## config.mk

```make
export PLATFORM = sky130hd
export DESIGN_NAME = rsb_bank
export DESIGN_NICKNAME = d
export VERILOG_FILES = /design/src/rtl/rsb_pkg.sv /design/src/rtl/rsb_select.sv /design/src/rtl/rsb_regstat.sv /design/src/rtl/rsb_station.sv /design/src/rtl/rsb_bank.sv
export SDC_FILE = /design/constraint.sdc
export NUM_CORES = 2
export LEC_CHECK = 0
export ABC_AREA = 1
export BUFFER_PORTS_ARGS = -buffer_cell sky130_fd_sc_hd__buf_2
export CORE_MARGIN = 10
export CORE_UTILIZATION = 30
export CTS_CLUSTER_SIZE = 12
export DETAILED_ROUTE_END_ITERATION = 16
export SYNTH_ARGS = -nofsm -noshare
export SYNTH_HDL_FRONTEND = slang
export SYNTH_HIERARCHICAL = 1
export SYNTH_SLANG_ARGS = --single-unit
export TNS_END_PERCENT = 5
```

## constraint.sdc

```tcl
create_clock -name clk -period 2.9 [get_ports clk]
set_input_delay 0.145 -clock clk [delete_from_list [all_inputs] [get_ports clk]]
set_output_delay 0.145 -clock clk [all_outputs]
set_load 0.01 [all_outputs]
```

## src/rtl/rsb_pkg.sv

```systemverilog
package rsb_pkg;

   typedef enum logic [1:0] {
      SRC_FROM_REG = 2'd0,
      SRC_FROM_BUS = 2'd1,
      SRC_PENDING  = 2'd2
   } src_kind_e;

   function automatic int tag_width(input int stations);
      int w;
      w = 1;
      while ((1 << w) < stations + 1) w = w + 1;
      return w;
   endfunction

   function automatic int index_width(input int n);
      int w;
      w = 1;
      while ((1 << w) < n) w = w + 1;
      return w;
   endfunction

endpackage

```

## src/rtl/rsb_select.sv

```systemverilog
module rsb_select #(
   parameter int N = 4,
   localparam int IDX_W = rsb_pkg::index_width(N)
) (
   input  logic [N-1:0]     req,
   output logic [N-1:0]     grant,
   output logic [IDX_W-1:0] idx,
   output logic             any
);

   always_comb begin
      grant = '0;
      idx   = '0;
      any   = 1'b0;
      for (int i = 0; i < N; i++) begin
         if (req[i] && !any) begin
            grant[i] = 1'b1;
            idx      = IDX_W'(i);
            any      = 1'b1;
         end
      end
   end

endmodule

```

## src/rtl/rsb_regstat.sv

```systemverilog
module rsb_regstat #(
   parameter int NUM_REGS = 8,
   parameter int DATA_W   = 32,
   parameter int TAG_W    = 3,
   localparam int REG_W   = rsb_pkg::index_width(NUM_REGS)
) (
   input  logic              clk,
   input  logic              rst_n,
   input  logic              rename_en,
   input  logic [REG_W-1:0]  rename_reg,
   input  logic [TAG_W-1:0]  rename_tag,
   input  logic              cdb_valid,
   input  logic [TAG_W-1:0]  cdb_tag,
   input  logic [DATA_W-1:0] cdb_value,
   input  logic [REG_W-1:0]  src1,
   input  logic [REG_W-1:0]  src2,
   output logic [DATA_W-1:0] s1_val,
   output logic [TAG_W-1:0]  s1_tag,
   output logic [DATA_W-1:0] s2_val,
   output logic [TAG_W-1:0]  s2_tag,
   input  logic [REG_W-1:0]  rd_addr,
   output logic [DATA_W-1:0] rd_data,
   output logic [TAG_W-1:0]  rd_qi
);
   import rsb_pkg::*;

   logic [DATA_W-1:0] val_q [NUM_REGS];
   logic [TAG_W-1:0]  qi_q  [NUM_REGS];
   src_kind_e         k1, k2;

   function automatic src_kind_e classify(input logic [TAG_W-1:0] qi,
                                          input logic bv,
                                          input logic [TAG_W-1:0] bt);
      if (qi == '0)             return SRC_FROM_REG;
      else if (bv && bt == qi)  return SRC_FROM_BUS;
      else                      return SRC_PENDING;
   endfunction

   always_comb begin
      k1 = classify(qi_q[src1], cdb_valid, cdb_tag);
      k2 = classify(qi_q[src2], cdb_valid, cdb_tag);
      unique case (k1)
         SRC_FROM_REG: begin s1_val = val_q[src1]; s1_tag = '0; end
         SRC_FROM_BUS: begin s1_val = cdb_value;   s1_tag = '0; end
         default:      begin s1_val = '0;          s1_tag = qi_q[src1]; end
      endcase
      unique case (k2)
         SRC_FROM_REG: begin s2_val = val_q[src2]; s2_tag = '0; end
         SRC_FROM_BUS: begin s2_val = cdb_value;   s2_tag = '0; end
         default:      begin s2_val = '0;          s2_tag = qi_q[src2]; end
      endcase
   end

   always_ff @(posedge clk) begin
      if (!rst_n) begin
         for (int r = 0; r < NUM_REGS; r++) begin
            val_q[r] <= '0;
            qi_q[r]  <= '0;
         end
      end else begin
         for (int r = 0; r < NUM_REGS; r++) begin
            if (cdb_valid && qi_q[r] != '0 && qi_q[r] == cdb_tag) begin
               val_q[r] <= cdb_value;
               qi_q[r]  <= '0;
            end
            if (rename_en && rename_reg == REG_W'(r))
               qi_q[r] <= rename_tag;
         end
      end
   end

   assign rd_data = val_q[rd_addr];
   assign rd_qi   = qi_q[rd_addr];

   p_rename_sets_qi_r9: assert property (@(posedge clk) disable iff (!rst_n)
      rename_en |=> qi_q[$past(rename_reg)] == $past(rename_tag));

   p_stale_ignored_r8: assert property (@(posedge clk) disable iff (!rst_n)
      (cdb_valid && qi_q[rd_addr] != cdb_tag)
      |=> val_q[$past(rd_addr)] == $past(val_q[rd_addr]));

   p_match_written_r8: assert property (@(posedge clk) disable iff (!rst_n)
      (cdb_valid && qi_q[rd_addr] != '0 && qi_q[rd_addr] == cdb_tag)
      |=> val_q[$past(rd_addr)] == $past(cdb_value));

endmodule

```

## src/rtl/rsb_station.sv

```systemverilog
module rsb_station #(
   parameter int DATA_W = 32,
   parameter int OP_W   = 4,
   parameter int IMM_W  = 16,
   parameter int TAG_W  = 3,
   parameter int MY_TAG = 1
) (
   input  logic              clk,
   input  logic              rst_n,
   input  logic              alloc,
   input  logic [OP_W-1:0]   a_op,
   input  logic [TAG_W-1:0]  a_qj,
   input  logic [DATA_W-1:0] a_vj,
   input  logic [TAG_W-1:0]  a_qk,
   input  logic [DATA_W-1:0] a_vk,
   input  logic [IMM_W-1:0]  a_imm,
   input  logic              cdb_valid,
   input  logic [TAG_W-1:0]  cdb_tag,
   input  logic [DATA_W-1:0] cdb_value,
   input  logic              grant,
   output logic              busy,
   output logic              ready,
   output logic [OP_W-1:0]   e_op,
   output logic [DATA_W-1:0] e_vj,
   output logic [DATA_W-1:0] e_vk,
   output logic [IMM_W-1:0]  e_imm
);

   localparam logic [TAG_W-1:0] OWN_TAG = TAG_W'(MY_TAG);

   logic              busy_q, sent_q;
   logic [OP_W-1:0]   op_q;
   logic [TAG_W-1:0]  qj_q, qk_q;
   logic [DATA_W-1:0] vj_q, vk_q;
   logic [IMM_W-1:0]  imm_q;
   logic              hit_own, hit_j, hit_k;

   assign hit_own = cdb_valid && cdb_tag == OWN_TAG;
   assign hit_j   = busy_q && cdb_valid && qj_q != '0 && qj_q == cdb_tag;
   assign hit_k   = busy_q && cdb_valid && qk_q != '0 && qk_q == cdb_tag;

   always_ff @(posedge clk) begin
      if (!rst_n) begin
         busy_q <= 1'b0;
         sent_q <= 1'b0;
         op_q   <= '0;
         qj_q   <= '0;
         qk_q   <= '0;
         vj_q   <= '0;
         vk_q   <= '0;
         imm_q  <= '0;
      end else if (alloc) begin
         busy_q <= 1'b1;
         sent_q <= 1'b0;
         op_q   <= a_op;
         qj_q   <= a_qj;
         qk_q   <= a_qk;
         vj_q   <= a_vj;
         vk_q   <= a_vk;
         imm_q  <= a_imm;
      end else if (busy_q) begin
         if (hit_own) busy_q <= 1'b0;
         if (hit_j) begin
            vj_q <= cdb_value;
            qj_q <= '0;
         end
         if (hit_k) begin
            vk_q <= cdb_value;
            qk_q <= '0;
         end
         if (grant) sent_q <= 1'b1;
      end
   end

   assign busy  = busy_q;
   assign ready = busy_q && !sent_q && qj_q == '0 && qk_q == '0;
   assign e_op  = op_q;
   assign e_vj  = vj_q;
   assign e_vk  = vk_q;
   assign e_imm = imm_q;

   p_free_on_own_tag_r10: assert property (@(posedge clk) disable iff (!rst_n)
      (busy_q && hit_own) |=> !busy_q);

   p_single_dispatch_r6: assert property (@(posedge clk) disable iff (!rst_n)
      grant |=> !ready);

   p_capture_j_r5: assert property (@(posedge clk) disable iff (!rst_n)
      hit_j |=> (qj_q == '0 && vj_q == $past(cdb_value)));

   p_capture_k_r5: assert property (@(posedge clk) disable iff (!rst_n)
      hit_k |=> (qk_q == '0 && vk_q == $past(cdb_value)));

endmodule

```

## src/rtl/rsb_bank.sv

```systemverilog
module rsb_bank #(
   parameter int NUM_RS   = 4,
   parameter int NUM_REGS = 8,
   parameter int DATA_W   = 32,
   parameter int OP_W     = 4,
   parameter int IMM_W    = 16,
   localparam int TAG_W   = rsb_pkg::tag_width(NUM_RS),
   localparam int REG_W   = rsb_pkg::index_width(NUM_REGS)
) (
   input  logic              clk,
   input  logic              rst_n,
   input  logic              iss_valid,
   input  logic [OP_W-1:0]   iss_op,
   input  logic [REG_W-1:0]  iss_dst,
   input  logic [REG_W-1:0]  iss_src1,
   input  logic [REG_W-1:0]  iss_src2,
   input  logic              iss_use2,
   input  logic [IMM_W-1:0]  iss_imm,
   output logic              iss_stall,
   output logic              disp_valid,
   input  logic              disp_ready,
   output logic [TAG_W-1:0]  disp_tag,
   output logic [OP_W-1:0]   disp_op,
   output logic [DATA_W-1:0] disp_vj,
   output logic [DATA_W-1:0] disp_vk,
   output logic [IMM_W-1:0]  disp_imm,
   input  logic              cdb_valid,
   input  logic [TAG_W-1:0]  cdb_tag,
   input  logic [DATA_W-1:0] cdb_value,
   input  logic [REG_W-1:0]  rd_addr,
   output logic [DATA_W-1:0] rd_data,
   output logic [TAG_W-1:0]  rd_qi
);

   localparam int IDX_W = rsb_pkg::index_width(NUM_RS);

   generate
      if (NUM_RS < 2)              begin : g_bad_rs   $error("NUM_RS must be at least 2"); end
      if ((1 << REG_W) != NUM_REGS) begin : g_bad_regs $error("NUM_REGS must be a power of two"); end
      if (DATA_W < 1 || OP_W < 1 || IMM_W < 1) begin : g_bad_w $error("widths must be positive"); end
   endgenerate

   logic [NUM_RS-1:0] busy_vec, ready_vec, free_vec;
   logic [NUM_RS-1:0] alloc_pick, alloc_vec, disp_pick, grant_vec;
   logic [IDX_W-1:0]  alloc_idx, disp_idx;
   logic              alloc_any, accept;
   logic [TAG_W-1:0]  alloc_tag;

   logic [DATA_W-1:0] s1_val, s2_val, a_vk;
   logic [TAG_W-1:0]  s1_tag, s2_tag, a_qk;

   logic [OP_W-1:0]   e_op  [NUM_RS];
   logic [DATA_W-1:0] e_vj  [NUM_RS];
   logic [DATA_W-1:0] e_vk  [NUM_RS];
   logic [IMM_W-1:0]  e_imm [NUM_RS];

   // issue side
   assign free_vec  = ~busy_vec;
   assign iss_stall = &busy_vec;
   assign accept    = iss_valid && !iss_stall;

   rsb_select #(.N(NUM_RS)) u_alloc_sel (
      .req(free_vec), .grant(alloc_pick), .idx(alloc_idx), .any(alloc_any));

   assign alloc_vec = alloc_pick & {NUM_RS{accept}};
   assign alloc_tag = TAG_W'(alloc_idx) + TAG_W'(1);

   rsb_regstat #(.NUM_REGS(NUM_REGS), .DATA_W(DATA_W), .TAG_W(TAG_W)) u_regstat (
      .clk(clk), .rst_n(rst_n),
      .rename_en(accept), .rename_reg(iss_dst), .rename_tag(alloc_tag),
      .cdb_valid(cdb_valid), .cdb_tag(cdb_tag), .cdb_value(cdb_value),
      .src1(iss_src1), .src2(iss_src2),
      .s1_val(s1_val), .s1_tag(s1_tag), .s2_val(s2_val), .s2_tag(s2_tag),
      .rd_addr(rd_addr), .rd_data(rd_data), .rd_qi(rd_qi));

   assign a_vk = iss_use2 ? s2_val : '0;
   assign a_qk = iss_use2 ? s2_tag : '0;

   // station array
   generate
      for (genvar i = 0; i < NUM_RS; i++) begin : g_rs
         rsb_station #(
            .DATA_W(DATA_W), .OP_W(OP_W), .IMM_W(IMM_W),
            .TAG_W(TAG_W), .MY_TAG(i + 1)
         ) u_station (
            .clk(clk), .rst_n(rst_n),
            .alloc(alloc_vec[i]),
            .a_op(iss_op), .a_qj(s1_tag), .a_vj(s1_val),
            .a_qk(a_qk), .a_vk(a_vk), .a_imm(iss_imm),
            .cdb_valid(cdb_valid), .cdb_tag(cdb_tag), .cdb_value(cdb_value),
            .grant(grant_vec[i]),
            .busy(busy_vec[i]), .ready(ready_vec[i]),
            .e_op(e_op[i]), .e_vj(e_vj[i]), .e_vk(e_vk[i]), .e_imm(e_imm[i]));
      end
   endgenerate

   // dispatch side
   rsb_select #(.N(NUM_RS)) u_disp_sel (
      .req(ready_vec), .grant(disp_pick), .idx(disp_idx), .any(disp_valid));

   assign grant_vec = disp_pick & {NUM_RS{disp_ready}};
   assign disp_tag  = TAG_W'(disp_idx) + TAG_W'(1);

   always_comb begin
      disp_op  = '0;
      disp_vj  = '0;
      disp_vk  = '0;
      disp_imm = '0;
      for (int i = 0; i < NUM_RS; i++) begin
         if (disp_pick[i]) begin
            disp_op  = disp_op  | e_op[i];
            disp_vj  = disp_vj  | e_vj[i];
            disp_vk  = disp_vk  | e_vk[i];
            disp_imm = disp_imm | e_imm[i];
         end
      end
   end

   logic cdb_owner_busy;
   always_comb begin
      cdb_owner_busy = 1'b0;
      for (int i = 0; i < NUM_RS; i++)
         if (cdb_tag == TAG_W'(i + 1) && busy_vec[i]) cdb_owner_busy = 1'b1;
   end

   p_grant_onehot_r6: assert property (@(posedge clk) disable iff (!rst_n)
      $onehot0(grant_vec));

   p_offer_held_r6: assert property (@(posedge clk) disable iff (!rst_n)
      (disp_valid && !disp_ready && !cdb_valid) |=> disp_valid);

   p_full_blocks_issue_r3: assert property (@(posedge clk) disable iff (!rst_n)
      (iss_stall && !cdb_valid) |=> $stable(busy_vec));

   p_bus_owner_busy_r10: assert property (@(posedge clk) disable iff (!rst_n)
      cdb_valid |-> cdb_owner_busy);

   p_alloc_free_r2: assert property (@(posedge clk) disable iff (!rst_n)
      accept |-> alloc_any);

endmodule

```

* Word level (Yosys, flattened, before mapping)
Memory sizes are Yosys's and may differ from the RTL's.
Index checks and enable logic that the tools add are counted.
W data, S select, Z words.
** Storage, ports and cells
- Output and inout port bits :: 124
- Memory bits (writable) :: 280
- Input bits :: 73
- Memories :: 2
- Logic and storage cells :: 425
- Register bits :: 368
** Cells by class
- Mux-type cells :: 178
- Add/subtract/negate cells :: 2
- Eq/ne operators :: 31
- Bitwise gates (word level) :: 40
- Reduce and logical (&&, ||, !) cells :: 140
** Memories
- u_regstat.val_q :: words 8, bits a word 32, read ports 3, clocked after memory_dff 0, write ports 8, line rsb_regstat.sv:27 : logic [DATA_W-1:0] val_q [NUM_REGS];
- u_regstat.qi_q :: words 8, bits a word 3, read ports 11, clocked after memory_dff 0, write ports 8, line rsb_regstat.sv:28 : logic [TAG_W-1:0] qi_q [NUM_REGS];
** Operators by type and width (count)
- $mux W32 :: 41
- $or A32 B32 Y32 :: 6
- $mux W3 :: 43
- $pmux W32 S2 :: 2
- $mux W1 :: 76
- $logic_and A1 B1 Y1 :: 69
- $mux W16 :: 4
- $eq A3 B3 Y1 :: 18
- $or A16 B16 Y16 :: 3
- $reduce_bool A3 Y1 :: 16
- $logic_not A3 Y1 :: 11
- $or A1 B1 Y1 :: 24
- $reduce_and A2 Y1 :: 12
- $reduce_bool A2 Y1 :: 12
- $mux W2 :: 8
- $mux W4 :: 4
- $eq A3 B3 Y1 const B :: 5
- $eq A3 B2 Y1 const B :: 4
- $or A4 B4 Y4 :: 3
- $reduce_or A2 Y1 :: 6
- $logic_not A1 Y1 :: 11
- $and A4 B4 Y4 :: 2
- $add A2 B1 Y3 const B :: 2
- $eq A3 B1 Y1 const B :: 2
- other kinds (5) :: 7

* Logic depth before layout (Yosys ltp)
- Depth in word-level cells :: 16
- Depth in mapped cells :: 19

* Cells and area by module
Netlist, hierarchy kept.
** Modules (own cells, without submodules)
- rsb_regstat :: instances 1, area an instance 18614.1 um^2, seq. area each 8408.1 um^2, cells each 2455
- rsb_station at g_rs[1].u_station :: instances 1, area an instance 4541.9 um^2, seq. area each 1841.8 um^2, cells each 609
- rsb_station at g_rs[2].u_station :: instances 1, area an instance 4448.0 um^2, seq. area each 1841.8 um^2, cells each 609
- rsb_station at g_rs[3].u_station :: instances 1, area an instance 4191.5 um^2, seq. area each 1841.8 um^2, cells each 609
- rsb_station at g_rs[0].u_station :: instances 1, area an instance 4120.2 um^2, seq. area each 1841.8 um^2, cells each 609
- rsb_bank :: instances 1, area an instance 2396.0 um^2, seq. area each 0.0 um^2, cells each 559
- rsb_select :: instances 2, area an instance 62.6 um^2, seq. area each 0.0 um^2, cells each 13

* Worst setup path before layout
OpenSTA, ideal clock, no wires.
- Kind :: register -> register
- Start :: memory u_regstat.qi_q[0][1]
- End :: memory u_regstat.val_q[0][0], enable pin
- Required time :: 2.511 ns
- Arrival :: 1.842 ns
- Setup slack :: 0.669 ns
- Cell stages (with the launch flop) :: 6
- Library setup time :: 0.389 ns
- Period minus slack after synthesis :: 2.231 ns
- Cells stage by stage :: edfxtp_1 -> xor2_1 -> nor4_1 -> inv_2 -> buf_2 -> nand2_1
** RTL lines (line)
- start: declaration :: rsb_regstat.sv:28
- end: declaration :: rsb_regstat.sv:27

* Final worst setup path
- Start :: register g_rs[0].u_station.qk_q[0]
- End :: output disp_vk[3]
** On the way
- Word-level cells in the longest chain between the ends :: 13
** Ends and longest elaborated chain
- start: declaration :: line rsb_station.sv:33 : logic [TAG_W-1:0] qj_q, qk_q;
- start signal: assignment :: line rsb_station.sv:57 : qk_q <= a_qk;
- $logic_not A3 Y1 (*) :: line rsb_station.sv:76 : assign ready = busy_q && !sent_q && qj_q == '0 && qk_q == '0;
- $logic_and A1 B1 Y1 (*) :: line rsb_station.sv:76
- via ready_vec[0] :: line rsb_bank.sv:43 : logic [NUM_RS-1:0] busy_vec, ready_vec, free_vec;
- $mux W1 (*) :: line rsb_select.sv:16 : if (req[i] && !any) begin
- $logic_not A1 Y1 :: line rsb_select.sv:16
- $logic_and A1 B1 Y1 :: line rsb_select.sv:16
- $mux W1 (*) :: line rsb_select.sv:16
- $logic_not A1 Y1 :: line rsb_select.sv:16
- $logic_and A1 B1 Y1 :: line rsb_select.sv:16
- $mux W1 (*) :: line rsb_select.sv:16
- $logic_not A1 Y1 (*) :: line rsb_select.sv:16
- $logic_and A1 B1 Y1 (*) :: line rsb_select.sv:16
- $mux W1 (*) :: line rsb_select.sv:16
- via disp_pick[3] :: line rsb_bank.sv:44 : logic [NUM_RS-1:0] alloc_pick, alloc_vec, disp_pick, grant_vec;
- $mux W32 (*) :: line rsb_bank.sv:110 : if (disp_pick[i]) begin
- end: declaration :: line rsb_bank.sv:25 : output logic [DATA_W-1:0] disp_vk,
Mark *: on every way through the listed nets, which the timed path passes. The rest lies on a longest branch.

==> metrics.csv <==
stage;metric;value;unit
sta;fin_ws;0.0341;ns
die;initial_core_util;30.2;%
worst_setup_path;path_class;reg2out;
worst_setup_path;path_buf_inv;4;
cells_and_area;fin_nets;5571;
worst_setup_path;cp.required;2.76;ns
yosys;synth_nets;5550;
drt;top_layer_used;met5;
sta;fmax;0.349;GHz
cells_and_area;finalCoreUtilization;34.4;%
worst_hold_path;min_path_cells;3;
sta;hold_viol_final;0;
clock_network;path_clk_slew;0.06;ns
clock_network;clock_path_buffers;3;
worst_setup_path;critPathTopFamily;simple AND/OR/NAND/NOR gates;
worst_setup_path;worstSetupEndpointType;output pin;
clock_network;htree_levels;3;
yosys;yosys_warnings;6;
sta;slew_viol_final;0;
global_routing;gr-total-overflow;0;
drt;wl_met2;73.3;mm
drt;post_drt_wl_per_cell;22.5;um
sta;min_period;2.87;ns
drt;num_vias;39700;
pwr;max-vdd-ir-drop;0.000446;V
worst_hold_path;min_path_type;in2reg;
global_routing;grt_pass1_wl;237;mm
flow_run;cap_violations;0;
die;fp.dieH;378;um
cells_and_area;area_growth;14.1;%
yosys;syn_area;0.0384;sq mm
sta;skew;0.0320;ns
sta;rsz0062_at_grt;true;
global_routing;grt_pass1_vias;36900;
die;dieArea;0.143;sq mm
drt;route.met3.wl;17.3;mm
cells_and_area;mostFrequentLayoutCells;nand2_1 (1,578), a21oi_1 (565), o21ai_0 (482), nand3_1 (446), nor2_1 (429);
sta;tns;0;ns
die;die_x;378;um
worst_setup_path;startpoint_type;flop;
clock_network;clock-sinks;648;
die;io_pins;197;
drt;vias_per_cell;5.49;
global_routing;antenna_found_initial;8;
pwr;power_density;537;mW/mm^2
cells_and_area;layout_commonest_cell;nand2_1;
worst_setup_path;crit_cells;11;
sta;worst_slew_pin_slew;1.16;ns
die;num_rows;131;
placement;hpwl;98.8;mm
drt;routed_wl;163;mm
yosys;syn_inst;5475;
drt;firstDrtPassIters;7;
global_routing;grt_max_degree;116;
clock_network;cts_root_buf;clkbuf_16;
worst_setup_path;cpMaxStageDelayCell;dfxtp_1;
placement;portBuffers;196;
clock_network;clkLatencyLatePin;0.66;ns
outcome;run_status;completed;
global_routing;grt_usage;21.7;%
pwr;leakage;17.9;nW
worst_setup_path;max_stage_delay;0.34;ns
drt;drc_errors;0;
clock_network;numCtsBuffers;75;
worst_setup_path;cp_max_fo;16;
worst_setup_path;worst-r2r-cell-count;15;
worst_setup_path;critPathArrivalTime;2.72;ns
sta;finalSetupViolCount;0;
drt;drt-initial-drc-count;5047;
placement;pre_cts_ws;0.219;ns
drt;final_antenna_net_count;0;
cells_and_area;drive_above_1_share;14.3;%
worst_setup_path;path_cells;nor2_2, nand2_1, nor3_4, buf_4, nor2_2, nand3_2, inv_6, buf_4, nand2_1, nand4_1, buf_2;
sta;maxSlewHeadroom;22.8;%
clock_network;tritoncts;yes;
placement;gp_congestion;0.908;
sta;finalCritPeriodShare;98.8;%
die;core;0.127;sq mm
yosys;syn_area_per_cell;7.02;sq um
drt;drt-met1-wl;63.1;mm
## final cells by class
type / instances / area, sq um
clock buffers: 108 / 2150
fillers: 13400 / 83500
inverters: 343 / 1320
flip-flops and latches: 648 / 15800
diodes: 2 / 5.00
clock inverters: 27 / 243
well taps: 1662 / 2080
multi-input cells: 4057 / 19200
repair buffers: 371 / 3090
## stage by stage
stage / cell area (sq um) / total power [mW] / cells / hold WS (ns)
after floorplan: 38400 / 12.6 / 5475 / 0.280
after detailed placement: 40700 / 14.0 / 7026 / 0.433
final: 43800 / 23.6 / 7218 / 0.0229
after CTS: 43700 / 23.6 / 7213 / 0.000208
after global placement: 40700 / 14.0 / 7026 / 0.427
after global routing: 43800 / 24.3 / 7217 / 0.0256
## per-layer routing
layer,track usage (%),vias to the layer above
met3,4.14,424
met2,34.7,2396
met1,27.7,18600
met5,0,-
li1,-,18300
met4,11.3,10
## worst min-delay path: cells and delay by family
| kind | cells | cell delay (ns) |
|---|---|---|
| and+or+nand+nor | 1 | 0.05 |
| buffers and inverters | 2 | 0.32 |
## state kept, by name, indices dropped and copies added, names as in the netlist
register,flops
g_rs.u_station/e_imm,64
g_rs.u_station/e_vk,128
g_rs.u_station/sent_q,4
u_regstat/qi_q,24
u_regstat/val_q,256
g_rs.u_station/e_vj,128
g_rs.u_station/busy,4
g_rs.u_station/e_op,16
g_rs.u_station/qk_q,12
g_rs.u_station/qj_q,12
## what timing repair did
item	4_1_cts	5_1_grt
pin swaps	7	8
hold buffers	47	0
endpoints found under the hold margin	203	0
gates cloned	1	3
buffers inserted	4	0
endpoints found under the setup margin	84	84
gates resized for setup	8	12
## power breakdown
group          internal [mW]  switching [mW]  total (mW)
sequential              9.93           0.205        10.1
clock                   5.44            4.08        9.52
combinational           1.03            2.87        3.90
total                   16.4            7.16        23.6
## path summary, 6_finish.rpt
check | from | end | slack (ns)
setup / recovery | g_rs[0].u_station/qk_q[0] | disp_vk[3] | 0.03
hold / removal | cdb_value[17] | u_regstat/val_q[1][17] | 0.02
setup reg to reg | u_regstat/qi_q[5][1] | g_rs[1].u_station/e_vk[11] | 0.14
hold reg to reg | g_rs[0].u_station/e_vk[17] | g_rs[0].u_station/e_vk[17] | 0.48
No activity file was read; power rests on OpenSTA's default activity.
